## src/rtl/spiclk_pkg.sv

```systemverilog
package spiclk_pkg;

    typedef enum logic {
        LAW_POW2   = 1'b0,
        LAW_LINEAR = 1'b1
    } div_law_e;

    // Limits the power-of-two exponent to its legal range.
    function automatic int clamp_exp(input int n, input int lim);
        return (n > lim) ? lim : n;
    endfunction

endpackage

```

## src/rtl/spiclk_cfg_hold.sv

```systemverilog
module spiclk_cfg_hold
    import spiclk_pkg::*;
#(
    parameter int DIV_W = 8
) (
    input  logic             clk,
    input  logic             rst,
    input  logic             enable,
    input  logic             law_i,
    input  logic [DIV_W-1:0] div_i,
    output div_law_e         law_o,
    output logic [DIV_W-1:0] div_o
);

    typedef struct packed {
        div_law_e         law;
        logic [DIV_W-1:0] div;
    } cfg_t;

    cfg_t cfg_q;

    always_ff @(posedge clk) begin
        if (rst) begin
            cfg_q <= '{law: LAW_POW2, div: '0};
        end else if (!enable) begin
            cfg_q <= '{law: div_law_e'(law_i), div: div_i};
        end
    end

    assign law_o = cfg_q.law;
    assign div_o = cfg_q.div;


    cfg_frozen_chk: assert property (@(posedge clk) disable iff (rst)
        $past(enable) && !$past(rst) |-> $stable(cfg_q));

endmodule

```

## src/rtl/spiclk_period_sel.sv

```systemverilog
module spiclk_period_sel
    import spiclk_pkg::*;
#(
    parameter int DIV_W    = 8,
    parameter int POW2_MAX = 15,
    parameter int CNT_W    = 15
) (
    input  div_law_e         law,
    input  logic [DIV_W-1:0] div,
    output logic [CNT_W-1:0] half_last
);

    logic [CNT_W-1:0] pow2_last;
    logic [CNT_W-1:0] lin_last;

    always_comb begin
        pow2_last = (CNT_W'(1) << clamp_exp(int'(div), POW2_MAX)) - CNT_W'(1);
        lin_last  = CNT_W'(div);
        half_last = (law == LAW_LINEAR) ? lin_last : pow2_last;
    end

endmodule

```

## src/rtl/spiclk_phase_ctr.sv

```systemverilog
module spiclk_phase_ctr #(
    parameter int CNT_W = 15
) (
    input  logic             clk,
    input  logic             rst,
    input  logic             enable,
    input  logic [CNT_W-1:0] half_last,
    output logic             toggle_o,
    output logic             level_o
);

    logic [CNT_W-1:0] cnt_q;
    logic             tog_q;
    logic             lvl_q;

    always_ff @(posedge clk) begin
        if (rst || !enable) begin
            cnt_q <= '0;
            tog_q <= 1'b0;
            lvl_q <= 1'b0;
        end else if (cnt_q == half_last) begin
            cnt_q <= '0;
            tog_q <= 1'b1;
            lvl_q <= ~lvl_q;
        end else begin
            cnt_q <= cnt_q + CNT_W'(1);
            tog_q <= 1'b0;
        end
    end

    assign toggle_o = tog_q;
    assign level_o  = lvl_q;


    reset_idle_chk: assert property (@(posedge clk)
        $past(rst) |-> !tog_q && !lvl_q);


    idle_out_chk: assert property (@(posedge clk) disable iff (rst)
        !$past(enable) |-> !tog_q && !lvl_q);


    pulse_flip_chk: assert property (@(posedge clk) disable iff (rst)
        tog_q |-> lvl_q != $past(lvl_q));


    level_move_chk: assert property (@(posedge clk) disable iff (rst)
        lvl_q != $past(lvl_q) |-> tog_q || !lvl_q);


    cnt_bound_chk: assert property (@(posedge clk) disable iff (rst)
        cnt_q <= half_last);

endmodule

```

## src/rtl/spiclk_divider.sv

```systemverilog
module spiclk_divider
    import spiclk_pkg::*;
#(
    parameter int DIV_W    = 8,
    parameter int POW2_MAX = 15
) (
    input  logic             clk,
    input  logic             rst,
    input  logic             enable,
    input  logic             law_sel,
    input  logic [DIV_W-1:0] div_val,
    output logic             sclk_toggle,
    output logic             sclk_level
);

    localparam int CNT_W = (POW2_MAX > DIV_W) ? POW2_MAX : DIV_W;

    div_law_e         law_q;
    logic [DIV_W-1:0] div_q;
    logic [CNT_W-1:0] half_last;

    spiclk_cfg_hold #(.DIV_W(DIV_W)) u_cfg (
        .clk    (clk),
        .rst    (rst),
        .enable (enable),
        .law_i  (law_sel),
        .div_i  (div_val),
        .law_o  (law_q),
        .div_o  (div_q)
    );

    spiclk_period_sel #(.DIV_W(DIV_W), .POW2_MAX(POW2_MAX), .CNT_W(CNT_W)) u_sel (
        .law       (law_q),
        .div       (div_q),
        .half_last (half_last)
    );

    spiclk_phase_ctr #(.CNT_W(CNT_W)) u_ctr (
        .clk       (clk),
        .rst       (rst),
        .enable    (enable),
        .half_last (half_last),
        .toggle_o  (sclk_toggle),
        .level_o   (sclk_level)
    );

endmodule

```

## config.mk

```make
export PLATFORM = sky130hd
export DESIGN_NAME = spiclk_divider
export DESIGN_NICKNAME = d
export VERILOG_FILES = /design/src/rtl/spiclk_pkg.sv /design/src/rtl/spiclk_cfg_hold.sv /design/src/rtl/spiclk_period_sel.sv /design/src/rtl/spiclk_phase_ctr.sv /design/src/rtl/spiclk_divider.sv
export SDC_FILE = /design/constraint.sdc
export NUM_CORES = 1
export LEC_CHECK = 0
export ABC_AREA = 1
export ABC_CLOCK_PERIOD_IN_PS = 2200
export BUFFER_PORTS_ARGS = -buffer_cell sky130_fd_sc_hd__buf_2
export CELL_PAD_IN_SITES_DETAIL_PLACEMENT = 1
export CELL_PAD_IN_SITES_GLOBAL_PLACEMENT = 2
export CORE_ASPECT_RATIO = 2
export CORE_MARGIN = 3
export CORE_UTILIZATION = 29
export DETAILED_ROUTE_END_ITERATION = 12
export PLACE_DENSITY_LB_ADDON = 0.1
export SKIP_LAST_GASP = 1
export SYNTH_ARGS = -nofsm -noshare
export SYNTH_HDL_FRONTEND = slang
export SYNTH_HIERARCHICAL = 1
export SYNTH_SLANG_ARGS = --single-unit
```

## constraint.sdc

```tcl
create_clock -name clk -period 2.2 [get_ports clk]
set_input_delay 0.33 -clock clk [delete_from_list [all_inputs] [get_ports clk]]
set_output_delay 0.33 -clock clk [all_outputs]
set_load 0.1 [all_outputs]
```

==> impl_results.html, run 1 <==
<table>
<tr><th>Metric</th><th>Value</th></tr>
<tr><th colspan="2">Layout</th></tr>
<tr><td>End-of-flow core utilization</td><td>39.1%</td></tr>
<tr><td>Post-route cell area</td><td>2490 um^2</td></tr>
<tr><td>Filler cell count</td><td>921</td></tr>
<tr><td>Commonest cells after routing, fill and taps aside</td><td>sky130_fd_sc_hd__nand2_1, sky130_fd_sc_hd__nor2_1, sky130_fd_sc_hd__inv_1</td></tr>
<tr><td>Flip-flop and latch area</td><td>524 um^2</td></tr>
<tr><td>Net count of the finished layout</td><td>378</td></tr>
<tr><td>Share of final-layout standard cells stronger than drive strength 1</td><td>25.1%</td></tr>
<tr><td>Antenna Cells</td><td>0</td></tr>
<tr><td>Area taken by multi-input logic gates</td><td>1220 um^2</td></tr>
<tr><td>Most frequent standard cell in the layout excluding fill and tap cells</td><td>sky130_fd_sc_hd__nand2_1</td></tr>
<tr><td>Area added between synthesis and finish</td><td>30.2%</td></tr>
<tr><th colspan="2">Timing</th></tr>
<tr><td>Min cycle time layout</td><td>2.44 ns</td></tr>
<tr><td>Least-Margin Pin Slew</td><td>0.691 ns</td></tr>
<tr><td>Hold slack</td><td>0.259 ns</td></tr>
<tr><td>Post-Route Skew</td><td>0.00932 ns</td></tr>
<tr><td>Period utilization</td><td>111%</td></tr>
<tr><td>Total setup violations reported at the end of the flow</td><td>17</td></tr>
<tr><td>Post-route worst setup slack</td><td>-0.241 ns</td></tr>
<tr><td>RSZ-0062 raised after global routing</td><td>yes</td></tr>
<tr><td>Number of failing hold endpoints at the final stage</td><td>0</td></tr>
<tr><td>Relative slew slack</td><td>53.8%</td></tr>
<tr><td>Highest clock rate</td><td>0.410 GHz</td></tr>
<tr><td>Slew Limit Fails</td><td>0</td></tr>
<tr><th colspan="2">Critical path</th></tr>
<tr><td>Capturing element type of the critical path</td><td>flip-flop</td></tr>
<tr><td>Buffers and inverters on the worst path</td><td>2</td></tr>
<tr><td>Worst endpoint required time</td><td>2.36 ns</td></tr>
<tr><td>Worst reg2reg setup slack</td><td>-0.24 ns</td></tr>
<tr><td>Type of the worst setup path</td><td>flip-flop to flip-flop</td></tr>
<tr><td>Worst path top cell family by delay</td><td>simple AND/OR/NAND/NOR gates</td></tr>
<tr><td>FF-to-FF End</td><td>u_ctr/cnt_q[10]</td></tr>
<tr><td>Crit path max fanout</td><td>8</td></tr>
<tr><td>R2r startpoint</td><td>u_cfg/div_o[5]</td></tr>
<tr><td>Worst-case reg-to-reg path depth</td><td>20</td></tr>
<tr><td>Sort of element at the start of the critical path</td><td>flip-flop</td></tr>
<tr><td>Critical path arrival</td><td>2.60 ns</td></tr>
<tr><td>Max stage delay on crit path</td><td>0.34 ns</td></tr>
<tr><td>Cells along the critical path</td><td>nor2_4 &gt; nand2_4 &gt; nor2_4 &gt; nand4_1 &gt; ha_4 &gt; nand2_4 &gt; buf_6 &gt; nor2_2 &gt; nand2_1 &gt; nand2_1 &gt; nor2_2 &gt; inv_1 &gt; nand2_1 &gt; nand2_2 &gt; nor2_2 &gt; nand2_2 &gt; nor2_4 &gt; nand2_4 &gt; nand2_8 &gt; nor2_1</td></tr>
<tr><td>Cell with the biggest individual delay on the critical path</td><td>sky130_fd_sc_hd__dfxtp_2</td></tr>
<tr><th colspan="2">Drt</th></tr>
<tr><td>Wirelength per Cell</td><td>14.2 um</td></tr>
<tr><td>Final wirelength</td><td>6390 um</td></tr>
<tr><td>Total vias in the final route</td><td>2011</td></tr>
<tr><td>Via-per-instance ratio</td><td>4.48</td></tr>
<tr><td>Remaining antenna violation count after routing</td><td>0</td></tr>
<tr><td>DR pass1 iterations</td><td>4</td></tr>
<tr><td>Violation count after the first detailed-routing iteration</td><td>69</td></tr>
<tr><td>Remaining routing DRC violations</td><td>0</td></tr>
<tr><th colspan="2">Power</th></tr>
<tr><td>Worst IR drop on VDD</td><td>326 uV</td></tr>
<tr><td>Leakage component of the power</td><td>1.23 nW</td></tr>
<tr><td>Total power density per cell area</td><td>597 nW/um^2</td></tr>
<tr><td>Overall power of the completed layout</td><td>0.00148 W</td></tr>
<tr><th colspan="2">Yosys</th></tr>
<tr><td>Net Count, Synth</td><td>331</td></tr>
<tr><td>Netlist area before placement</td><td>1910 um^2</td></tr>
<tr><td>Seq/Total Area, Yosys</td><td>27.3%</td></tr>
<tr><td>Yosys warning total</td><td>6</td></tr>
<tr><td>Average size of a mapped cell</td><td>6.02 um^2</td></tr>
<tr><td>Number of instances in the synthesized netlist</td><td>317</td></tr>
<tr><td>Number of different library cells in the post-synthesis netlist</td><td>28</td></tr>
<tr><td>Flip-flop and latch count after synthesis</td><td>26</td></tr>
<tr><th colspan="2">Run status</th></tr>
<tr><td>Failing checks</td><td>setup timing</td></tr>
<tr><td>Status</td><td>finished with violations</td></tr>
<tr><th colspan="2">Clocking</th></tr>
<tr><td>Clock tree from TritonCTS</td><td>done</td></tr>
<tr><td>Buffer depth of the longest clock path</td><td>2</td></tr>
<tr><td>Clock latency on the worst-skew pair</td><td>0.27 ns</td></tr>
<tr><td>H-tree depth reported by CTS</td><td>1</td></tr>
<tr><td>TritonCTS buffer count</td><td>3</td></tr>
<tr><td>Number of clock sinks seen by CTS</td><td>26</td></tr>
<tr><td>CTS Hold Buffers Added</td><td>0</td></tr>
<tr><td>Root buffer cell</td><td>sky130_fd_sc_hd__clkbuf_16</td></tr>
<tr><td>Clock slew at reported path FFs</td><td>0.08 ns</td></tr>
<tr><th colspan="2">Hold path</th></tr>
<tr><td>Hold Path Stages</td><td>2</td></tr>
<tr><td>Worst hold start</td><td>rst</td></tr>
<tr><td>Hold crit path type</td><td>input pin to flip-flop</td></tr>
<tr><td>Endpoint, Worst Hold</td><td>u_ctr/toggle_o</td></tr>
<tr><th colspan="2">Die</th></tr>
<tr><td>Number of I/O pins</td><td>14</td></tr>
<tr><td>Effective utilization at floorplan</td><td>30.0%</td></tr>
<tr><td>Core Footprint</td><td>6360 um^2</td></tr>
<tr><td>Floorplan die height</td><td>121 um</td></tr>
<tr><td>Horizontal extent of the die</td><td>63.4 um</td></tr>
<tr><td># rows</td><td>41</td></tr>
<tr><td>Die ar.</td><td>7650 um^2</td></tr>
<tr><th colspan="2">Place</th></tr>
<tr><td>Post-Place Cell Area</td><td>2290 um^2</td></tr>
<tr><td>Final HPWL from detailed placement</td><td>5420 um</td></tr>
<tr><td>Port bufs</td><td>13</td></tr>
<tr><td>Worst slack at placement</td><td>-0.305 ns</td></tr>
<tr><td>Global placement routability congestion</td><td>0.823</td></tr>
<tr><th colspan="2">Global route</th></tr>
<tr><td>Overall overflow remaining after global route</td><td>0</td></tr>
<tr><td>Number of antenna violations at the first check in global routing</td><td>0</td></tr>
<tr><td>Via count of the first global-routing pass</td><td>2153</td></tr>
<tr><td>Pin count of the biggest net entering global routing</td><td>20</td></tr>
<tr><td>First-pass GRT wire length</td><td>10400 um</td></tr>
<tr><td>Overall track demand over capacity in global routing</td><td>18.3%</td></tr>
<tr><th colspan="2">Run</th></tr>
<tr><td>MaxCap Viol Count</td><td>0</td></tr>
</table>
timing repair:
item                       CTS  global route
buffers inserted             1             0
cloned                       1             0
setup endpoints to repair   17            17
gates resized for setup      8            11
pin swaps                    8             7
state kept, by name (all words and copies together) (netlist names):
signal	count
u_ctr/cnt_q	15
u_cfg/div_o	8
u_cfg/law_o	1
u_ctr/level_o	1
u_ctr/toggle_o	1
final cells by class:
| type | instances | area share (%) |
|---|---|---|
| inverters | 57 | 8.61 |
| well taps | 86 | 4.33 |
| flip-flops and latches | 26 | 21.1 |
| clock inverters | 1 | 1.21 |
| multi-input cells | 231 | 49.2 |
| clock buffers | 3 | 3.02 |
| repair buffers | 45 | 12.6 |
per-stage QoR:
step	cells	setup TNS, ns
CTS	449	-4.27
finish	449	-3.86
global placement	443	-3.34
detailed placement	443	-4.66
global route	449	-6.99
floorplan	317	-0.332
routing by layer:
metal | GRT usage, % | wire length [um] | vias to the layer above
met1 | 14.8 | 1950 | 927
met5 | 0 | 0 | -
li1 | - | - | 1036
met4 | 11.0 | 354 | 0
met2 | 39.4 | 4020 | 30
met3 | 1.58 | 65 | 18
logic make-up after synthesis:
family	after synthesis	share of synthesized area (%)
AND/OR/NAND/NOR	203	48.4
adder cells (fa/ha/maj)	2	1.31
XOR/XNOR	14	6.42
buffers and inverters	61	13.6
AO/OA/AOI/OAI	11	2.95
flip-flops	26	27.3
where the power goes:
part / internal [W] / total, W / switching [W] / leakage, nW
registers: 0.000485 / 0.000501 / 0.0000161 / 0.213
logic: 0.000176 / 0.000430 / 0.000254 / 0.969
clock network: 0.000363 / 0.000553 / 0.000190 / 0.0511
worst max path at each step:
stage / slack (ns) / from / end / cells past startpoint
floorplan: -0.03 / u_cfg/div_o[7] / u_ctr/cnt_q[0] / 20
global placement: -0.22 / u_cfg/div_o[5] / u_ctr/cnt_q[14] / 20
detailed placement: -0.31 / u_cfg/div_o[5] / u_ctr/cnt_q[14] / 18
CTS: -0.26 / u_cfg/div_o[4] / u_ctr/cnt_q[10] / 20
global route: -0.42 / u_cfg/div_o[5] / u_ctr/cnt_q[10] / 20
finish: -0.24 / u_cfg/div_o[5] / u_ctr/cnt_q[10] / 20
worst reg2reg max path, stage by stage (launching register included):
cell	delay, ns
sky130_fd_sc_hd__dfxtp_2	0.34
sky130_fd_sc_hd__nor2_4	0.17
sky130_fd_sc_hd__nand2_4	0.11
sky130_fd_sc_hd__nor2_4	0.13
sky130_fd_sc_hd__nand4_1	0.17
sky130_fd_sc_hd__ha_4	0.24
sky130_fd_sc_hd__nand2_4	0.08
sky130_fd_sc_hd__buf_6	0.10
sky130_fd_sc_hd__nor2_2	0.03
sky130_fd_sc_hd__nand2_1	0.06
sky130_fd_sc_hd__nand2_1	0.06
sky130_fd_sc_hd__nor2_2	0.11
sky130_fd_sc_hd__inv_1	0.05
sky130_fd_sc_hd__nand2_1	0.06
sky130_fd_sc_hd__nand2_2	0.06
sky130_fd_sc_hd__nor2_2	0.12
sky130_fd_sc_hd__nand2_2	0.08
sky130_fd_sc_hd__nor2_4	0.11
sky130_fd_sc_hd__nand2_4	0.11
sky130_fd_sc_hd__nand2_8	0.11
sky130_fd_sc_hd__nor2_1	0.06
synthesized netlist by cell type (all sizes together):
library cell | number | area [um^2]
a21oi | 5 | 25.0
a31oi | 1 | 6.26
buf | 4 | 46.3
clkinv | 1 | 3.75
dfxtp | 26 | 521
ha | 2 | 25.0
inv | 56 | 210
nand2 | 101 | 412
nand3 | 20 | 118
nand4 | 4 | 25.0
nor2 | 70 | 309
nor3 | 8 | 61.3
o21ai | 5 | 25.0
xnor2 | 2 | 17.5
xor2 | 12 | 105
No activity file was read; power rests on OpenSTA's default activity.
==> run 2: changes to the inputs <==
Settings changed: ABC_CLOCK_PERIOD_IN_PS 2200 to 3080, CORE_UTILIZATION 29 to 34.
Clock period 2.2 ns to 3.08 ns, I/O delays scaled along.
==> run 2 against run 1 <==
Net effect: sequential share of layout area up 4.0 points; fmax down 9.9%; the flow now finishes without violations; combinational power decreased by 50%; global-route usage shrank 0.57 points; critical path depth decreased by 1; sequential power is 28% lower; register-to-register slack better by 0.61 ns; via count shrank 7.1%; count of clock-buffer cells in the layout unchanged; critical endpoint is now u_ctr/cnt_q[9]; die area down 14%.
==> impl_results.html, run 2 (synthesized netlist as in run 1, its figures left out) <==
<table>
<tr><th>Metric</th><th>Value</th></tr>
<tr><th colspan="2">Run status</th></tr>
<tr><td>Status</td><td>finished clean</td></tr>
<tr><th colspan="2">Global route</th></tr>
<tr><td>Pin count of the biggest net entering global routing</td><td>20 (unchanged)</td></tr>
<tr><td>Overall track demand over capacity in global routing</td><td>17.7% (-0.57 points)</td></tr>
<tr><td>Number of antenna violations at the first check in global routing</td><td>0 (unchanged)</td></tr>
<tr><td>Overall overflow remaining after global route</td><td>0 (unchanged)</td></tr>
<tr><td>First-pass GRT wire length</td><td>9050 um (-13%)</td></tr>
<tr><td>Via count of the first global-routing pass</td><td>1986 (-7.8%)</td></tr>
<tr><th colspan="2">Critical path</th></tr>
<tr><td>Sort of element at the start of the critical path</td><td>flip-flop</td></tr>
<tr><td>Worst setup path endpoint</td><td>u_ctr/cnt_q[9]</td></tr>
<tr><td>Crit path max fanout</td><td>15 (+7)</td></tr>
<tr><td>Cell with the biggest individual delay on the critical path</td><td>sky130_fd_sc_hd__dfxtp_1</td></tr>
<tr><td>Instance count on the critical path</td><td>19 (-5.0%)</td></tr>
<tr><td>R2r startpoint</td><td>u_cfg/div_o[5]</td></tr>
<tr><td>FF-to-FF End</td><td>u_ctr/cnt_q[9]</td></tr>
<tr><td>Dominant cell type by count on the critical path</td><td>sky130_fd_sc_hd__nand2_1</td></tr>
<tr><td>Worst path top cell family by delay</td><td>simple AND/OR/NAND/NOR gates</td></tr>
<tr><td>Source of the critical timing path</td><td>u_cfg/div_o[5]</td></tr>
<tr><td>Cells along the critical path</td><td>nor2_4 &gt; nand3_2 &gt; nor2_2 &gt; nand3_1 &gt; ha_1 &gt; nand2_4 &gt; nor2_1 &gt; nand2_1 &gt; nand2_1 &gt; nor2_1 &gt; inv_1 &gt; nand2_1 &gt; nand2_1 &gt; nor2_1 &gt; nand2_1 &gt; nor2_2 &gt; nand2_2 &gt; nand2_4 &gt; nor2_1</td></tr>
<tr><td>Worst-case reg-to-reg path depth</td><td>19 (-5.0%)</td></tr>
<tr><td>Max stage delay on crit path</td><td>0.36 ns (+0.02 ns)</td></tr>
<tr><td>Capturing element type of the critical path</td><td>flip-flop</td></tr>
<tr><td>Worst reg2reg setup slack</td><td>0.37 ns (+0.61 ns)</td></tr>
<tr><td>Critical path arrival</td><td>2.88 ns (+0.28 ns)</td></tr>
<tr><td>Worst endpoint required time</td><td>3.25 ns (+0.89 ns)</td></tr>
<tr><td>Type of the worst setup path</td><td>flip-flop to flip-flop</td></tr>
<tr><td>Buffers and inverters on the worst path</td><td>1 (-1)</td></tr>
<tr><th colspan="2">Clocking</th></tr>
<tr><td>Number of clock sinks seen by CTS</td><td>26 (unchanged)</td></tr>
<tr><td>H-tree depth reported by CTS</td><td>1 (unchanged)</td></tr>
<tr><td>TritonCTS buffer count</td><td>3 (unchanged)</td></tr>
<tr><td>Clock slew at reported path FFs</td><td>0.10 ns (+0.02 ns)</td></tr>
<tr><td>CTS Hold Buffers Added</td><td>0 (unchanged)</td></tr>
<tr><td>Buffer depth of the longest clock path</td><td>2 (unchanged)</td></tr>
<tr><td>Clock latency on the worst-skew pair</td><td>0.28 ns (about the same)</td></tr>
<tr><td>Clock tree from TritonCTS</td><td>done</td></tr>
<tr><td>Root buffer cell</td><td>sky130_fd_sc_hd__clkbuf_8</td></tr>
<tr><td>Post-CTS resize count</td><td>0 (-8)</td></tr>
<tr><td>Setup Fix Bufs, Post-CTS</td><td>0 (-1)</td></tr>
<tr><th colspan="2">Layout</th></tr>
<tr><td>Antenna Cells</td><td>0 (unchanged)</td></tr>
<tr><td>Net count of the finished layout</td><td>345 (-8.7%)</td></tr>
<tr><td>Final Non-Filler Cells</td><td>390 (-13%)</td></tr>
<tr><td>Most frequent standard cell in the layout excluding fill and tap cells</td><td>sky130_fd_sc_hd__nand2_1</td></tr>
<tr><td>End-of-flow core utilization</td><td>38.3% (-0.81 points)</td></tr>
<tr><td>Post-route cell area</td><td>2070 um^2 (-17%)</td></tr>
<tr><td>Area added between synthesis and finish</td><td>8.65%</td></tr>
<tr><td>Largest reg by FF count</td><td>u_ctr/cnt_q</td></tr>
<tr><td>Flip-flop count of the largest register, all copies and words added</td><td>15 (unchanged)</td></tr>
<tr><td>Filler cell count</td><td>775 (-16%)</td></tr>
<tr><td>Share of final-layout standard cells stronger than drive strength 1</td><td>12.1% (-13 points)</td></tr>
<tr><td>Commonest cells after routing, fill and taps aside</td><td>sky130_fd_sc_hd__nand2_1, sky130_fd_sc_hd__nor2_1, sky130_fd_sc_hd__inv_1</td></tr>
<tr><th colspan="2">Die</th></tr>
<tr><td>Die ar.</td><td>6610 um^2 (-14%)</td></tr>
<tr><td># rows</td><td>38 (-7.3%)</td></tr>
<tr><td>Effective utilization at floorplan</td><td>35.2% (+5.2 points)</td></tr>
<tr><td>Core Footprint</td><td>5420 um^2 (-15%)</td></tr>
<tr><td>Floorplan die height</td><td>112 um (-7.3%)</td></tr>
<tr><td>Horizontal extent of the die</td><td>59.0 um (-6.9%)</td></tr>
<tr><td>Number of I/O pins</td><td>14 (unchanged)</td></tr>
<tr><th colspan="2">Place</th></tr>
<tr><td>Global placement routability congestion</td><td>0.859 (+4.3%)</td></tr>
<tr><td>Final HPWL from detailed placement</td><td>4490 um (-17%)</td></tr>
<tr><td>Placed Cells incl. Taps</td><td>386 (-13%)</td></tr>
<tr><td>Post-Place Cell Area</td><td>2000 um^2 (-13%)</td></tr>
<tr><td>Port bufs</td><td>13 (unchanged)</td></tr>
<tr><th colspan="2">Hold path</th></tr>
<tr><td>Hold crit path type</td><td>input pin to flip-flop</td></tr>
<tr><td>Hold Path Stages</td><td>2 (unchanged)</td></tr>
<tr><th colspan="2">Drt</th></tr>
<tr><td>DR pass1 iterations</td><td>4 (unchanged)</td></tr>
<tr><td>Remaining routing DRC violations</td><td>0 (unchanged)</td></tr>
<tr><td>Final wirelength</td><td>5190 um (-19%)</td></tr>
<tr><td>Wirelength per Cell</td><td>13.3 um (-6.5%)</td></tr>
<tr><td>Remaining antenna violation count after routing</td><td>0 (unchanged)</td></tr>
<tr><td>Via-per-instance ratio</td><td>4.79 (+7.0%)</td></tr>
<tr><td>Total vias in the final route</td><td>1869 (-7.1%)</td></tr>
<tr><td>Violation count after the first detailed-routing iteration</td><td>32 (-54%)</td></tr>
<tr><th colspan="2">Timing</th></tr>
<tr><td>Post-Route Skew</td><td>0.00308 ns (-0.00624 ns)</td></tr>
<tr><td>Number of failing hold endpoints at the final stage</td><td>0 (unchanged)</td></tr>
<tr><td>Setup TNS</td><td>0 ns (+3.86 ns)</td></tr>
<tr><td>Period utilization</td><td>88.0% (-23 points)</td></tr>
<tr><td>Highest clock rate</td><td>0.369 GHz (-9.9%)</td></tr>
<tr><td>Hold slack</td><td>0.371 ns (+0.112 ns)</td></tr>
<tr><td>Min cycle time layout</td><td>2.71 ns (+0.269 ns)</td></tr>
<tr><td>RSZ-0062 raised after global routing</td><td>no</td></tr>
<tr><td>Slew Limit Fails</td><td>0 (unchanged)</td></tr>
<tr><td>Total setup violations reported at the end of the flow</td><td>0 (-17)</td></tr>
<tr><td>Least-Margin Pin Slew</td><td>0.484 ns (-0.207 ns)</td></tr>
<tr><td>Relative slew slack</td><td>68.0% (+14 points)</td></tr>
<tr><th colspan="2">Power</th></tr>
<tr><td>Worst IR drop on VDD</td><td>201 uV (-38%)</td></tr>
<tr><td>Leakage component of the power</td><td>1.03 nW (-16%)</td></tr>
<tr><td>Total power density per cell area</td><td>420 nW/um^2 (-30%)</td></tr>
<tr><th colspan="2">Run</th></tr>
<tr><td>MaxCap Viol Count</td><td>0 (unchanged)</td></tr>
</table>
[run 2: worst min path at each step]
stage	startpoint	end	slack [ns]
6_report	rst	u_ctr/toggle_o	0.37
5_1_grt	rst	u_ctr/toggle_o	0.38
4_1_cts	rst	u_ctr/toggle_o	0.36
3_5_place_dp	u_ctr/cnt_q[0]	u_ctr/cnt_q[0]	0.50
3_3_place_gp	u_ctr/cnt_q[0]	u_ctr/cnt_q[0]	0.48
2_1_floorplan	u_ctr/cnt_q[0]	u_ctr/cnt_q[0]	0.44
[run 2: where the power goes]
group	total, W	switching, W	leakage, nW	internal (W)
registers	0.000361	0.0000155	0.212	0.000346
clock network	0.000295	0.000121	0.0357	0.000174
logic	0.000215	0.000143	0.783	0.0000716
total	0.000871	0.000280	1.03	0.000591
[run 2: layout make-up]
| class | count | area [um^2] | share of cell area [%] |
|---|---|---|---|
| multi-input combinational | 230 | 1130 | 54.4 |
| sequential | 26 | 520 | 25.1 |
| inverter | 57 | 214 | 10.3 |
| tap | 60 | 75.1 | 3.62 |
| timing repair buffer | 13 | 65.1 | 3.14 |
| clock buffer | 3 | 41.3 | 1.99 |
| clock inverter | 1 | 30.0 | 1.45 |
[run 2: layer usage]
metal | global-route usage [%] | share of wire, % | up-vias
li1 | - | - | 972
met3 | 1.62 | 1.4 | 13
met5 | 0 | 0 | -
met4 | 8.47 | 4.2 | 0
met1 | 17.0 | 34 | 862
met2 | 34.9 | 60 | 22
[run 2: through the flow]
stage	total power (W)	worst slack (ns)
floorplan	0.000536	0.782
CTS	0.000887	0.312
finish	0.000871	0.370
detailed placement	0.000589	0.328
global placement	0.000586	0.409
global route	0.000938	0.0257
==> run 3: changes to the inputs <==
Settings changed: MAX_ROUTING_LAYER from default to met4.
==> run 3 against run 2 <==
Net effect: sequential cell count stayed put; design area stayed put; worst setup slack better by 0.0030 ns; combinational power hardly changed; clock power hardly changed; clock skew hardly changed; routed wire length is 0.14% lower; sequential share of layout area stayed put; first-iteration DRC count is 6.3% higher; count of clock-buffer cells in the layout stayed put; sequential power hardly changed; critical endpoint unchanged; largest cell class unchanged; largest power group unchanged; highest routed layer unchanged.
==> impl_results.html, run 3 (synthesized netlist as in run 1, its figures left out) <==
<table>
<tr><th>Metric</th><th>Value</th></tr>
<tr><th colspan="2">Power</th></tr>
<tr><td>Overall power of the completed layout</td><td>0.000871 W (about the same)</td></tr>
<tr><td>Worst IR drop on VDD</td><td>201 uV (about the same)</td></tr>
<tr><td>Total power density per cell area</td><td>420 nW/um^2 (about the same)</td></tr>
<tr><td>Leakage component of the power</td><td>1.03 nW (unchanged)</td></tr>
<tr><th colspan="2">Drt</th></tr>
<tr><td>Total vias in the final route</td><td>1867 (-0.11%)</td></tr>
<tr><td>Remaining routing DRC violations</td><td>0 (unchanged)</td></tr>
<tr><td>Metal2 WL</td><td>3110 um (about the same)</td></tr>
<tr><td>Topmost layer with routed signal wires</td><td>met4</td></tr>
<tr><td>Violation count after the first detailed-routing iteration</td><td>34 (+6.3%)</td></tr>
<tr><td>DR pass1 iterations</td><td>4 (unchanged)</td></tr>
<tr><td>M1 wire length</td><td>1780 um (-0.50%)</td></tr>
<tr><td>Remaining antenna violation count after routing</td><td>0 (unchanged)</td></tr>
<tr><td>Total met3 wirelength after detailed routing</td><td>75 um (+1.4%)</td></tr>
<tr><td>Via-per-instance ratio</td><td>4.79 (-0.11%)</td></tr>
<tr><td>Final wirelength</td><td>5180 um (-0.14%)</td></tr>
<tr><td>Wirelength per Cell</td><td>13.3 um (-0.14%)</td></tr>
<tr><th colspan="2">Critical path</th></tr>
<tr><td>Dominant cell type by count on the critical path</td><td>sky130_fd_sc_hd__nand2_1</td></tr>
<tr><td>Worst reg2reg setup slack</td><td>0.37 ns (about the same)</td></tr>
<tr><td>Instance count on the critical path</td><td>19 (unchanged)</td></tr>
<tr><td>Worst path top cell family by delay</td><td>simple AND/OR/NAND/NOR gates</td></tr>
<tr><td>Worst setup path endpoint</td><td>u_ctr/cnt_q[9]</td></tr>
<tr><td>Worst-case reg-to-reg path depth</td><td>19 (unchanged)</td></tr>
<tr><td>Worst endpoint required time</td><td>3.26 ns (about the same)</td></tr>
<tr><td>Crit path max fanout</td><td>15 (unchanged)</td></tr>
<tr><td>Capturing element type of the critical path</td><td>flip-flop</td></tr>
<tr><td>R2r startpoint</td><td>u_cfg/div_o[5]</td></tr>
<tr><td>Cells along the critical path</td><td>nor2_4 &gt; nand3_2 &gt; nor2_2 &gt; nand3_1 &gt; ha_1 &gt; nand2_4 &gt; nor2_1 &gt; nand2_1 &gt; nand2_1 &gt; nor2_1 &gt; inv_1 &gt; nand2_1 &gt; nand2_1 &gt; nor2_1 &gt; nand2_1 &gt; nor2_2 &gt; nand2_2 &gt; nand2_4 &gt; nor2_1</td></tr>
<tr><td>Type of the worst setup path</td><td>flip-flop to flip-flop</td></tr>
<tr><td>Sort of element at the start of the critical path</td><td>flip-flop</td></tr>
<tr><td>Max stage delay on crit path</td><td>0.36 ns (about the same)</td></tr>
<tr><td>Cell with the biggest individual delay on the critical path</td><td>sky130_fd_sc_hd__dfxtp_1</td></tr>
<tr><td>Buffers and inverters on the worst path</td><td>1 (unchanged)</td></tr>
<tr><td>FF-to-FF End</td><td>u_ctr/cnt_q[9]</td></tr>
<tr><td>Source of the critical timing path</td><td>u_cfg/div_o[5]</td></tr>
<tr><td>Critical path arrival</td><td>2.88 ns (about the same)</td></tr>
<tr><th colspan="2">Die</th></tr>
<tr><td>Effective utilization at floorplan</td><td>35.2% (unchanged)</td></tr>
<tr><td>Number of I/O pins</td><td>14 (unchanged)</td></tr>
<tr><td>Floorplan die height</td><td>112 um (unchanged)</td></tr>
<tr><td>Horizontal extent of the die</td><td>59.0 um (unchanged)</td></tr>
<tr><td>Die ar.</td><td>6610 um^2 (unchanged)</td></tr>
<tr><td>Core Footprint</td><td>5420 um^2 (unchanged)</td></tr>
<tr><td># rows</td><td>38 (unchanged)</td></tr>
<tr><th colspan="2">Timing</th></tr>
<tr><td>RSZ-0062 raised after global routing</td><td>no</td></tr>
<tr><td>Post-Route Skew</td><td>0.00309 ns (+0.0000104 ns)</td></tr>
<tr><td>Min cycle time layout</td><td>2.71 ns (-0.00296 ns)</td></tr>
<tr><td>Least-Margin Pin Slew</td><td>0.484 ns (-0.00000870 ns)</td></tr>
<tr><td>Setup TNS</td><td>0 ns (unchanged)</td></tr>
<tr><td>Period utilization</td><td>87.9% (-0.096 points)</td></tr>
<tr><td>Relative slew slack</td><td>68.0% (about the same)</td></tr>
<tr><td>Highest clock rate</td><td>0.369 GHz (+0.11%)</td></tr>
<tr><td>Total setup violations reported at the end of the flow</td><td>0 (unchanged)</td></tr>
<tr><td>Number of failing hold endpoints at the final stage</td><td>0 (unchanged)</td></tr>
<tr><td>Slew Limit Fails</td><td>0 (unchanged)</td></tr>
<tr><th colspan="2">Place</th></tr>
<tr><td>Port bufs</td><td>13 (unchanged)</td></tr>
<tr><td>Final HPWL from detailed placement</td><td>4490 um (unchanged)</td></tr>
<tr><td>Global placement routability congestion</td><td>0.872 (+1.6%)</td></tr>
<tr><th colspan="2">Layout</th></tr>
<tr><td>Flip-flop and latch area</td><td>520 um^2 (unchanged)</td></tr>
<tr><td>Flip-flop count of the largest register, all copies and words added</td><td>15 (unchanged)</td></tr>
<tr><td>Largest reg by FF count</td><td>u_ctr/cnt_q</td></tr>
<tr><td>Share of final-layout standard cells stronger than drive strength 1</td><td>12.1% (unchanged)</td></tr>
<tr><td>Antenna Cells</td><td>0 (unchanged)</td></tr>
<tr><td>Commonest cells after routing, fill and taps aside</td><td>sky130_fd_sc_hd__nand2_1, sky130_fd_sc_hd__nor2_1, sky130_fd_sc_hd__inv_1</td></tr>
<tr><td>Net count of the finished layout</td><td>345 (unchanged)</td></tr>
<tr><td>Filler cell count</td><td>775 (unchanged)</td></tr>
<tr><td>Most frequent standard cell in the layout excluding fill and tap cells</td><td>sky130_fd_sc_hd__nand2_1</td></tr>
<tr><td>Area added between synthesis and finish</td><td>8.65% (unchanged)</td></tr>
<tr><td>Area taken by multi-input logic gates</td><td>1130 um^2 (unchanged)</td></tr>
<tr><th colspan="2">Run status</th></tr>
<tr><td>Status</td><td>finished clean</td></tr>
<tr><th colspan="2">Clocking</th></tr>
<tr><td>H-tree depth reported by CTS</td><td>1 (unchanged)</td></tr>
<tr><td>Setup Fix Bufs, Post-CTS</td><td>0 (unchanged)</td></tr>
<tr><td>Number of clock sinks seen by CTS</td><td>26 (unchanged)</td></tr>
<tr><td>TritonCTS buffer count</td><td>3 (unchanged)</td></tr>
<tr><td>CTS Hold Buffers Added</td><td>0 (unchanged)</td></tr>
<tr><td>Clock tree from TritonCTS</td><td>done</td></tr>
<tr><td>Clock latency on the worst-skew pair</td><td>0.28 ns (about the same)</td></tr>
<tr><td>Buffer depth of the longest clock path</td><td>2 (unchanged)</td></tr>
<tr><td>Clock slew at reported path FFs</td><td>0.10 ns (about the same)</td></tr>
<tr><td>Post-CTS resize count</td><td>0 (unchanged)</td></tr>
<tr><td>Root buffer cell</td><td>sky130_fd_sc_hd__clkbuf_8</td></tr>
<tr><th colspan="2">Run</th></tr>
<tr><td>MaxCap Viol Count</td><td>0 (unchanged)</td></tr>
<tr><th colspan="2">Global route</th></tr>
<tr><td>Via count of the first global-routing pass</td><td>1980 (-0.30%)</td></tr>
<tr><td>Pin count of the biggest net entering global routing</td><td>20 (unchanged)</td></tr>
<tr><td>Number of antenna violations at the first check in global routing</td><td>0 (unchanged)</td></tr>
<tr><td>Overall track demand over capacity in global routing</td><td>18.2% (+0.47 points)</td></tr>
<tr><td>Overall overflow remaining after global route</td><td>0 (unchanged)</td></tr>
<tr><td>First-pass GRT wire length</td><td>9030 um (-0.14%)</td></tr>
<tr><th colspan="2">Hold path</th></tr>
<tr><td>Hold crit path type</td><td>input pin to flip-flop</td></tr>
</table>
## run 3: cell counts in the layout (fill, tap and decap cells not counted)
Identical to the previous run, type by type.
## run 3: stage by stage
stage                     hold slack (ns)  setup WS, ns  instances  utilization, %  area (um^2)
after detailed placement            0.497         0.328        386            37.0         2000
after floorplan                     0.441         0.782        317               -         1910
final                               0.371         0.373        390            38.3         2070
after CTS                           0.363         0.312        390            38.3         2070
after global placement              0.479         0.409        386            37.0         2000
after global routing                0.385        0.0260        390            38.3         2070
## run 3: power by group
| group | internal [W] | total, W | switching (W) |
|---|---|---|---|
| combinational | 0.0000716 | 0.000214 | 0.000143 |
| sequential | 0.000346 | 0.000361 | 0.0000155 |
| clock | 0.000174 | 0.000296 | 0.000121 |
## run 3: worst min-delay path by stage
stage,startpoint,end,slack [ns],cells after the start
2_1_floorplan,u_ctr/cnt_q[0],u_ctr/cnt_q[0],0.44,1
3_5_place_dp,u_ctr/cnt_q[0],u_ctr/cnt_q[0],0.50,1
3_3_place_gp,u_ctr/cnt_q[0],u_ctr/cnt_q[0],0.48,1
6_report,rst,u_ctr/toggle_o,0.37,2
5_1_grt,rst,u_ctr/toggle_o,0.38,2
4_1_cts,rst,u_ctr/toggle_o,0.36,2
## run 3: cell type report
type | instances | share of cell area [%]
Clock buffer | 3 | 1.99
Clock inverter | 1 | 1.45
Inverter | 57 | 10.3
Multi-Input combinational cell | 230 | 54.4
Sequential cell | 26 | 25.1
Tap cell | 60 | 3.62
Timing Repair Buffer | 13 | 3.14
## run 3: layer usage
metal	vias up	GRT usage, %
met1	859	17.0
met3	13	1.62
met2	22	34.8
met5	-	-
met4	0	8.47
li1	973	-
